===== config.mk =====
export PLATFORM = sky130hd
export DESIGN_NAME = adc_conv_seq
export DESIGN_NICKNAME = d
export VERILOG_FILES = /design/src/rtl/adcseq_pkg.sv /design/src/rtl/adcseq_down_cnt.sv /design/src/rtl/adcseq_fsm.sv /design/src/rtl/adcseq_out.sv /design/src/rtl/adc_conv_seq.sv
export SDC_FILE = /design/constraint.sdc
export NUM_CORES = 1
export LEC_CHECK = 0
export BUFFER_PORTS_ARGS = -buffer_cell sky130_fd_sc_hd__buf_2
export CORE_MARGIN = 5
export CORE_UTILIZATION = 52
export CTS_BUF_LIST = sky130_fd_sc_hd__clkbuf_16
export DETAILED_ROUTE_END_ITERATION = 8
export HOLD_SLACK_MARGIN = 0.05
export PLACE_DENSITY_LB_ADDON = 0.05
export SYNTH_ARGS = -nofsm -noshare
export SYNTH_HDL_FRONTEND = slang
export SYNTH_SLANG_ARGS = --single-unit

===== constraint.sdc =====
create_clock -name clk -period 2.05 [get_ports clk]
set_input_delay 0.3075 -clock clk [delete_from_list [all_inputs] [get_ports clk]]
set_output_delay 0.3075 -clock clk [all_outputs]
set_load 0.05 [all_outputs]

===== src/rtl/adcseq_pkg.sv =====
package adcseq_pkg;

  typedef enum logic [2:0] {
    S_IDLE,
    S_CNVL,
    S_WRISE,
    S_WFALL,
    S_SETTLE,
    S_LATCH,
    S_ACK
  } seq_state_e;

  function automatic int max2(input int a, input int b);
    return (a > b) ? a : b;
  endfunction

endpackage


===== src/rtl/adcseq_down_cnt.sv =====
module adcseq_down_cnt #(
  parameter int W = 4
) (
  input  logic         clk,
  input  logic         rst,
  input  logic         load,
  input  logic [W-1:0] load_val,
  output logic         zero
);

  logic [W-1:0] cnt_q;

  always_ff @(posedge clk) begin
    if (rst)
      cnt_q <= '0;
    else if (load)
      cnt_q <= load_val;
    else if (cnt_q != '0)
      cnt_q <= cnt_q - 1'b1;
  end

  assign zero = (cnt_q == '0);

endmodule


===== src/rtl/adcseq_fsm.sv =====
module adcseq_fsm
  import adcseq_pkg::*;
#(
  parameter int CNV_LOW = 2,
  parameter int TIMEOUT = 16,
  parameter int LAT_DLY = 2,
  parameter int EOC_LEN = 3
) (
  input  logic       clk,
  input  logic       rst,
  input  logic       req_i,
  input  logic       busy_i,
  output seq_state_e state_q,
  output seq_state_e nxt_o,
  output logic       accept_o
);

  localparam int MAXV = max2(max2(CNV_LOW, TIMEOUT), max2(LAT_DLY, EOC_LEN));
  localparam int CW   = $clog2(MAXV + 1);
  localparam logic [CW-1:0] LD_CNV = CW'(CNV_LOW - 1);
  localparam logic [CW-1:0] LD_TMO = CW'(TIMEOUT - 1);
  localparam logic [CW-1:0] LD_LAT = CW'(LAT_DLY - 1);
  localparam logic [CW-1:0] LD_EOC = CW'(EOC_LEN - 1);

  logic          ph_load;
  logic [CW-1:0] ph_val;
  logic          ph_zero;

  adcseq_down_cnt #(.W(CW)) u_phase (
    .clk      (clk),
    .rst      (rst),
    .load     (ph_load),
    .load_val (ph_val),
    .zero     (ph_zero)
  );

  always_comb begin
    nxt_o    = state_q;
    ph_load  = 1'b0;
    ph_val   = '0;
    accept_o = 1'b0;
    unique case (state_q)
      S_IDLE: if (req_i) begin
        nxt_o    = S_CNVL;
        ph_load  = 1'b1;
        ph_val   = LD_CNV;
        accept_o = 1'b1;
      end
      S_CNVL: if (ph_zero) begin
        nxt_o   = S_WRISE;
        ph_load = 1'b1;
        ph_val  = LD_TMO;
      end
      S_WRISE: begin
        if (busy_i)       nxt_o = S_WFALL;
        else if (ph_zero) nxt_o = S_IDLE;
      end
      S_WFALL: if (!busy_i) begin
        nxt_o   = S_SETTLE;
        ph_load = 1'b1;
        ph_val  = LD_LAT;
      end
      S_SETTLE: if (ph_zero) nxt_o = S_LATCH;
      S_LATCH: begin
        nxt_o   = S_ACK;
        ph_load = 1'b1;
        ph_val  = LD_EOC;
      end
      S_ACK: if (ph_zero) nxt_o = S_IDLE;
      default: nxt_o = S_IDLE;
    endcase
  end

  always_ff @(posedge clk) begin
    if (rst) state_q <= S_IDLE;
    else     state_q <= nxt_o;
  end

endmodule


===== src/rtl/adcseq_out.sv =====
module adcseq_out
  import adcseq_pkg::*;
#(
  parameter int DW      = 12,
  parameter int STRETCH = 3,
  parameter bit SEL_INV = 1'b0
) (
  input  logic          clk,
  input  logic          rst,
  input  logic          accept_i,
  input  logic          busy_i,
  input  logic          sel_i,
  input  logic [DW-1:0] adc_data_i,
  input  seq_state_e    state_q,
  input  seq_state_e    nxt_i,
  output logic          hold_o,
  output logic          cnv_n_o,
  output logic          latch_o,
  output logic          eoc_o,
  output logic          oe_n_o,
  output logic [DW-1:0] data_o
);

  localparam int SW = $clog2(STRETCH + 1);
  localparam logic [SW-1:0] LD_STR = SW'(STRETCH - 1);

  logic          str_q;
  logic          str_zero;
  logic          str_on;
  logic          chan_sel;
  logic [DW-1:0] lat_q;

  adcseq_down_cnt #(.W(SW)) u_stretch (
    .clk      (clk),
    .rst      (rst),
    .load     (accept_i),
    .load_val (LD_STR),
    .zero     (str_zero)
  );

  assign str_on = accept_i | (str_q & ~str_zero);

  generate
    if (SEL_INV) begin : g_sel_low
      assign chan_sel = ~sel_i;
    end else begin : g_sel_high
      assign chan_sel = sel_i;
    end
  endgenerate

  always_ff @(posedge clk) begin
    if (rst) begin
      str_q   <= 1'b0;
      hold_o  <= 1'b0;
      cnv_n_o <= 1'b1;
      latch_o <= 1'b0;
      lat_q   <= '0;
      oe_n_o  <= 1'b1;
      data_o  <= '0;
    end else begin
      str_q   <= str_on;
      hold_o  <= str_on | busy_i | (nxt_i == S_CNVL) | (nxt_i == S_WRISE);
      cnv_n_o <= (nxt_i != S_CNVL);
      latch_o <= (nxt_i == S_LATCH);
      if (nxt_i == S_LATCH) lat_q <= adc_data_i;
      oe_n_o  <= ~chan_sel;
      data_o  <= chan_sel ? lat_q : '0;
    end
  end

  always_ff @(negedge clk) begin
    if (rst) eoc_o <= 1'b0;
    else     eoc_o <= (state_q == S_ACK);
  end

endmodule


===== src/rtl/adc_conv_seq.sv =====
module adc_conv_seq
  import adcseq_pkg::*;
#(
  parameter int DW      = 12,
  parameter int CNV_LOW = 2,
  parameter int STRETCH = 3,
  parameter int LAT_DLY = 2,
  parameter int EOC_LEN = 3,
  parameter int TIMEOUT = 16,
  parameter bit SEL_INV = 1'b0
) (
  input  logic          clk,
  input  logic          rst,
  input  logic          req_i,
  input  logic          busy_i,
  input  logic [DW-1:0] adc_data_i,
  input  logic          sel_i,
  output logic          hold_o,
  output logic          cnv_n_o,
  output logic          latch_o,
  output logic          eoc_o,
  output logic          oe_n_o,
  output logic [DW-1:0] data_o
);

  seq_state_e state_q;
  seq_state_e nxt;
  logic       accept;

  adcseq_fsm #(
    .CNV_LOW (CNV_LOW),
    .TIMEOUT (TIMEOUT),
    .LAT_DLY (LAT_DLY),
    .EOC_LEN (EOC_LEN)
  ) u_fsm (
    .clk      (clk),
    .rst      (rst),
    .req_i    (req_i),
    .busy_i   (busy_i),
    .state_q  (state_q),
    .nxt_o    (nxt),
    .accept_o (accept)
  );

  adcseq_out #(
    .DW      (DW),
    .STRETCH (STRETCH),
    .SEL_INV (SEL_INV)
  ) u_out (
    .clk        (clk),
    .rst        (rst),
    .accept_i   (accept),
    .busy_i     (busy_i),
    .sel_i      (sel_i),
    .adc_data_i (adc_data_i),
    .state_q    (state_q),
    .nxt_i      (nxt),
    .hold_o     (hold_o),
    .cnv_n_o    (cnv_n_o),
    .latch_o    (latch_o),
    .eoc_o      (eoc_o),
    .oe_n_o     (oe_n_o),
    .data_o     (data_o)
  );

endmodule


==> results.sh <==
export IMPL_violations="negative setup slack"
export IMPL_drt_pass1_iter_count=4
export IMPL_worstSetupPathType="reg -> out"
export IMPL_ys_warn_count=0
export IMPL_gp_congestion=0.853
export IMPL_yosys_cell_types_count=33
export IMPL_synth_enable_flop_cells=0
export IMPL_fin_area_sq_um=1910
export IMPL_antenna_cells=0
export IMPL_timing_hold_ws_ps=268
export IMPL_cts_setup_buffers=0
export IMPL_synth_cells=171
export IMPL_total_power_mw=2.41
export IMPL_setup_ws_ps=-81.1
export IMPL_dieArea_sq_um=4090
export IMPL_postRouteAntennaNets=0
export IMPL_initialDrtViolationCount=82
export IMPL_holdBufCountCts=0
export IMPL_critPathBufInv=1
export IMPL_yosys_top_cells_area="dfxtp_1, nand2_1, a21oi_1, and2_1, nor4b_1"
export IMPL_fp_row_count=19
export IMPL_cp_required_ps=1740
export IMPL_cts_buffer_depth=2
export IMPL_setup_violations=1
export IMPL_cap_violations=0
export IMPL_synth_top_area_share_pct=52.9
export IMPL_cp_arrival_ps=1820
export IMPL_clkLatencyLatePin_ps=340
export IMPL_htreeDepth=2
export IMPL_routedWlPerCell_microns=12.5
export IMPL_place_port_buffers=33
export IMPL_status="complete, but fails checks"
export IMPL_placed_cell_area_sq_um=1730
export IMPL_synth_seq_cells=40
export IMPL_path_clk_slew_ps=50
export IMPL_async_flop_share_pct=0
export IMPL_finalWirelength_microns=3020
export IMPL_drt_vias_per_instance=5.12
export IMPL_fp_dieW_microns=64.0
export IMPL_rsz0062_at_grt="yes"
export IMPL_area_growth_pct=26.0
export IMPL_syn_nets=190
export IMPL_yosysTopAreaCell="dfxtp_1"
export IMPL_endpoint_kind="output port"
export IMPL_cts_root_buffer="clkbuf_16"
export IMPL_ys_seq_area_share_pct=52.9
export IMPL_instances_no_fill=241
export IMPL_critPathTopFamily="flip-flops"
export IMPL_p_per_area_nw_per_um2=1260
export IMPL_grt_pass1_wl_microns=5310
export IMPL_grt_pass1_vias=1200
export IMPL_vdd_drop_max_v=0.000992
export IMPL_grt_max_degree=25
export IMPL_vias=1235
export IMPL_ioPinCount=34
export IMPL_crit_fanout=1
export IMPL_cts_buffers=5
export IMPL_clock_sinks=40
export IMPL_core_area_sq_um=2780
export IMPL_synth_area_sq_um=1510
export IMPL_yosys_most_used_dff="dfxtp_1"
export IMPL_start_util_pct=54.4
export IMPL_relSlewSlack_pct=56.5
export IMPL_finalHoldViolCount=0
export IMPL_crit_path_start_kind="register"
export IMPL_cts_tree="yes"
export IMPL_antenna_found_initial=0
export IMPL_drc=0
export IMPL_hpwlAfterDp_microns=2130
export IMPL_hp_class="in -> reg"
export IMPL_cp_slowest_cell="dfxtp_2"
export IMPL_crit_chain="buf_8"
export IMPL_die_y_microns=64.0
export IMPL_max_stage_delay_ps=320
export IMPL_grt_use_total_pct=16.4
export IMPL_fin_skew_ps=69.3
export IMPL_layout_nets=228
export IMPL_syn_avg_cell_area_sq_um=8.85
export IMPL_leakagePower_nw=0.827
export IMPL_worstMarginPinSlew_ps=651
export IMPL_drive_above_1_share_pct=24.8
export IMPL_grt_ovfl_total=0
export IMPL_maxSlewViolCount=0
export IMPL_placedCellCount=233
==> cell families (layout without fill, tap and decap cells) <==
kind of cell,count (synthesis),count (layout),synth area share (%)
compound gates,32,32,11.6
xor+xnor,1,1,0.579
fa+ha+maj,2,2,1.65
buf+inv,18,57,5.29
flops,40,40,52.9
mux,1,1,0.661
simple gates,77,77,27.4
==> layer usage <==
layer,GRT usage [%],part of all wire [%],vias to the layer above
li1,-,-,643
met1,17.4,39,549
met3,5.78,7.4,8
met4,7.01,1.9,0
met2,28.9,52,35
met5,0,0,-
==> layout by cell type, fill, tap and decap left out, types with 2 or more instances in the layout <==
cell       netlist  final
dfxtp_1         40     39
buf_2            1     32
nand2_1         29     29
a21oi_1         21     21
and2_1          12     12
nor2_1           9      9
inv_1            8      9
buf_4            1      8
o21ai_0          5      5
clkbuf_16        0      5
nand2b_1         4      4
nor4b_1          4      4
nor2b_1          3      3
nand3b_1         3      3
nor3_1           3      3
o22ai_1          2      2
nand3_1          2      2
ha_1             2      2
==> flip-flops by register name (all words and copies together), names as in the netlist <==
register               flops
u_out.str_q                1
u_out.data_o              12
u_out.lat_q               12
u_out.oe_n_o               1
u_fsm.u_phase.cnt_q        5
u_out.u_stretch.cnt_q      2
u_out.latch_o              1
u_out.hold_o               1
u_fsm.state_q              3
u_out.cnv_n_o              1
u_out.eoc_o                1
==> path summary, 6_finish.rpt <==
| path | startpoint | endpoint | slack (ps) | cells after the start |
|---|---|---|---|---|
| setup / recovery | u_out.eoc_o | eoc_o | -80 | 1 |
| hold / removal | adc_data_i[1] | u_out.lat_q[1] | 270 | 3 |
| setup reg to reg | u_fsm.u_phase.cnt_q[0] | u_out.lat_q[5] | 170 | 6 |
| hold reg to reg | u_out.u_stretch.cnt_q[0] | u_out.u_stretch.cnt_q[0] | 450 | 1 |
==> layout make-up <==
class                      count  area, sq um
multi-input combinational    113          637
fill                         239          875
timing repair buffer          41          235
clock inverter                 4         42.5
tap                           31         38.8
inverter                       7         26.3
sequential                    40          802
clock buffer                   5          125
==> cells in the mapped netlist, drive strengths merged (2+ instances only) <==
cell type / n
o22ai: 2
nand3: 2
clkbuf: 7
buf: 3
dfxtp: 40
and2: 12
ha: 2
nor4b: 4
o21ai: 5
nand2b: 4
nor2: 9
nor3: 4
nand3b: 3
nand2: 29
nor2b: 3
inv: 8
a21oi: 21
==> worst min-delay path, cell delays in order <==
cell and delay, ps:
buf_2 90, nand2_1 40, a21oi_1 50
==> where the power goes <==
part           leakage, nW  switching (mW)  internal [mW]  total [mW]
sequential           0.326          0.0585          0.855       0.914
combinational        0.411           0.357          0.286       0.643
clock               0.0903           0.283          0.569       0.852
total                0.827           0.699           1.71        2.41
==> through the flow <==
step	TNS, ps	setup WS (ps)	utilization, %
after floorplan	0	130	-
after global placement	0	187	62.1
after detailed placement	0	185	62.1
after CTS	-86.5	-86.5	68.3
after global routing	-120	-120	68.6
final	-81.1	-81.1	68.6
==> repair_timing <==
action | CTS | global route
gates resized for setup | 3 | 2
endpoints found under the hold margin | 0 | 0
setup endpoints to repair | 1 | 2
(Power assumes the default switching activity.)
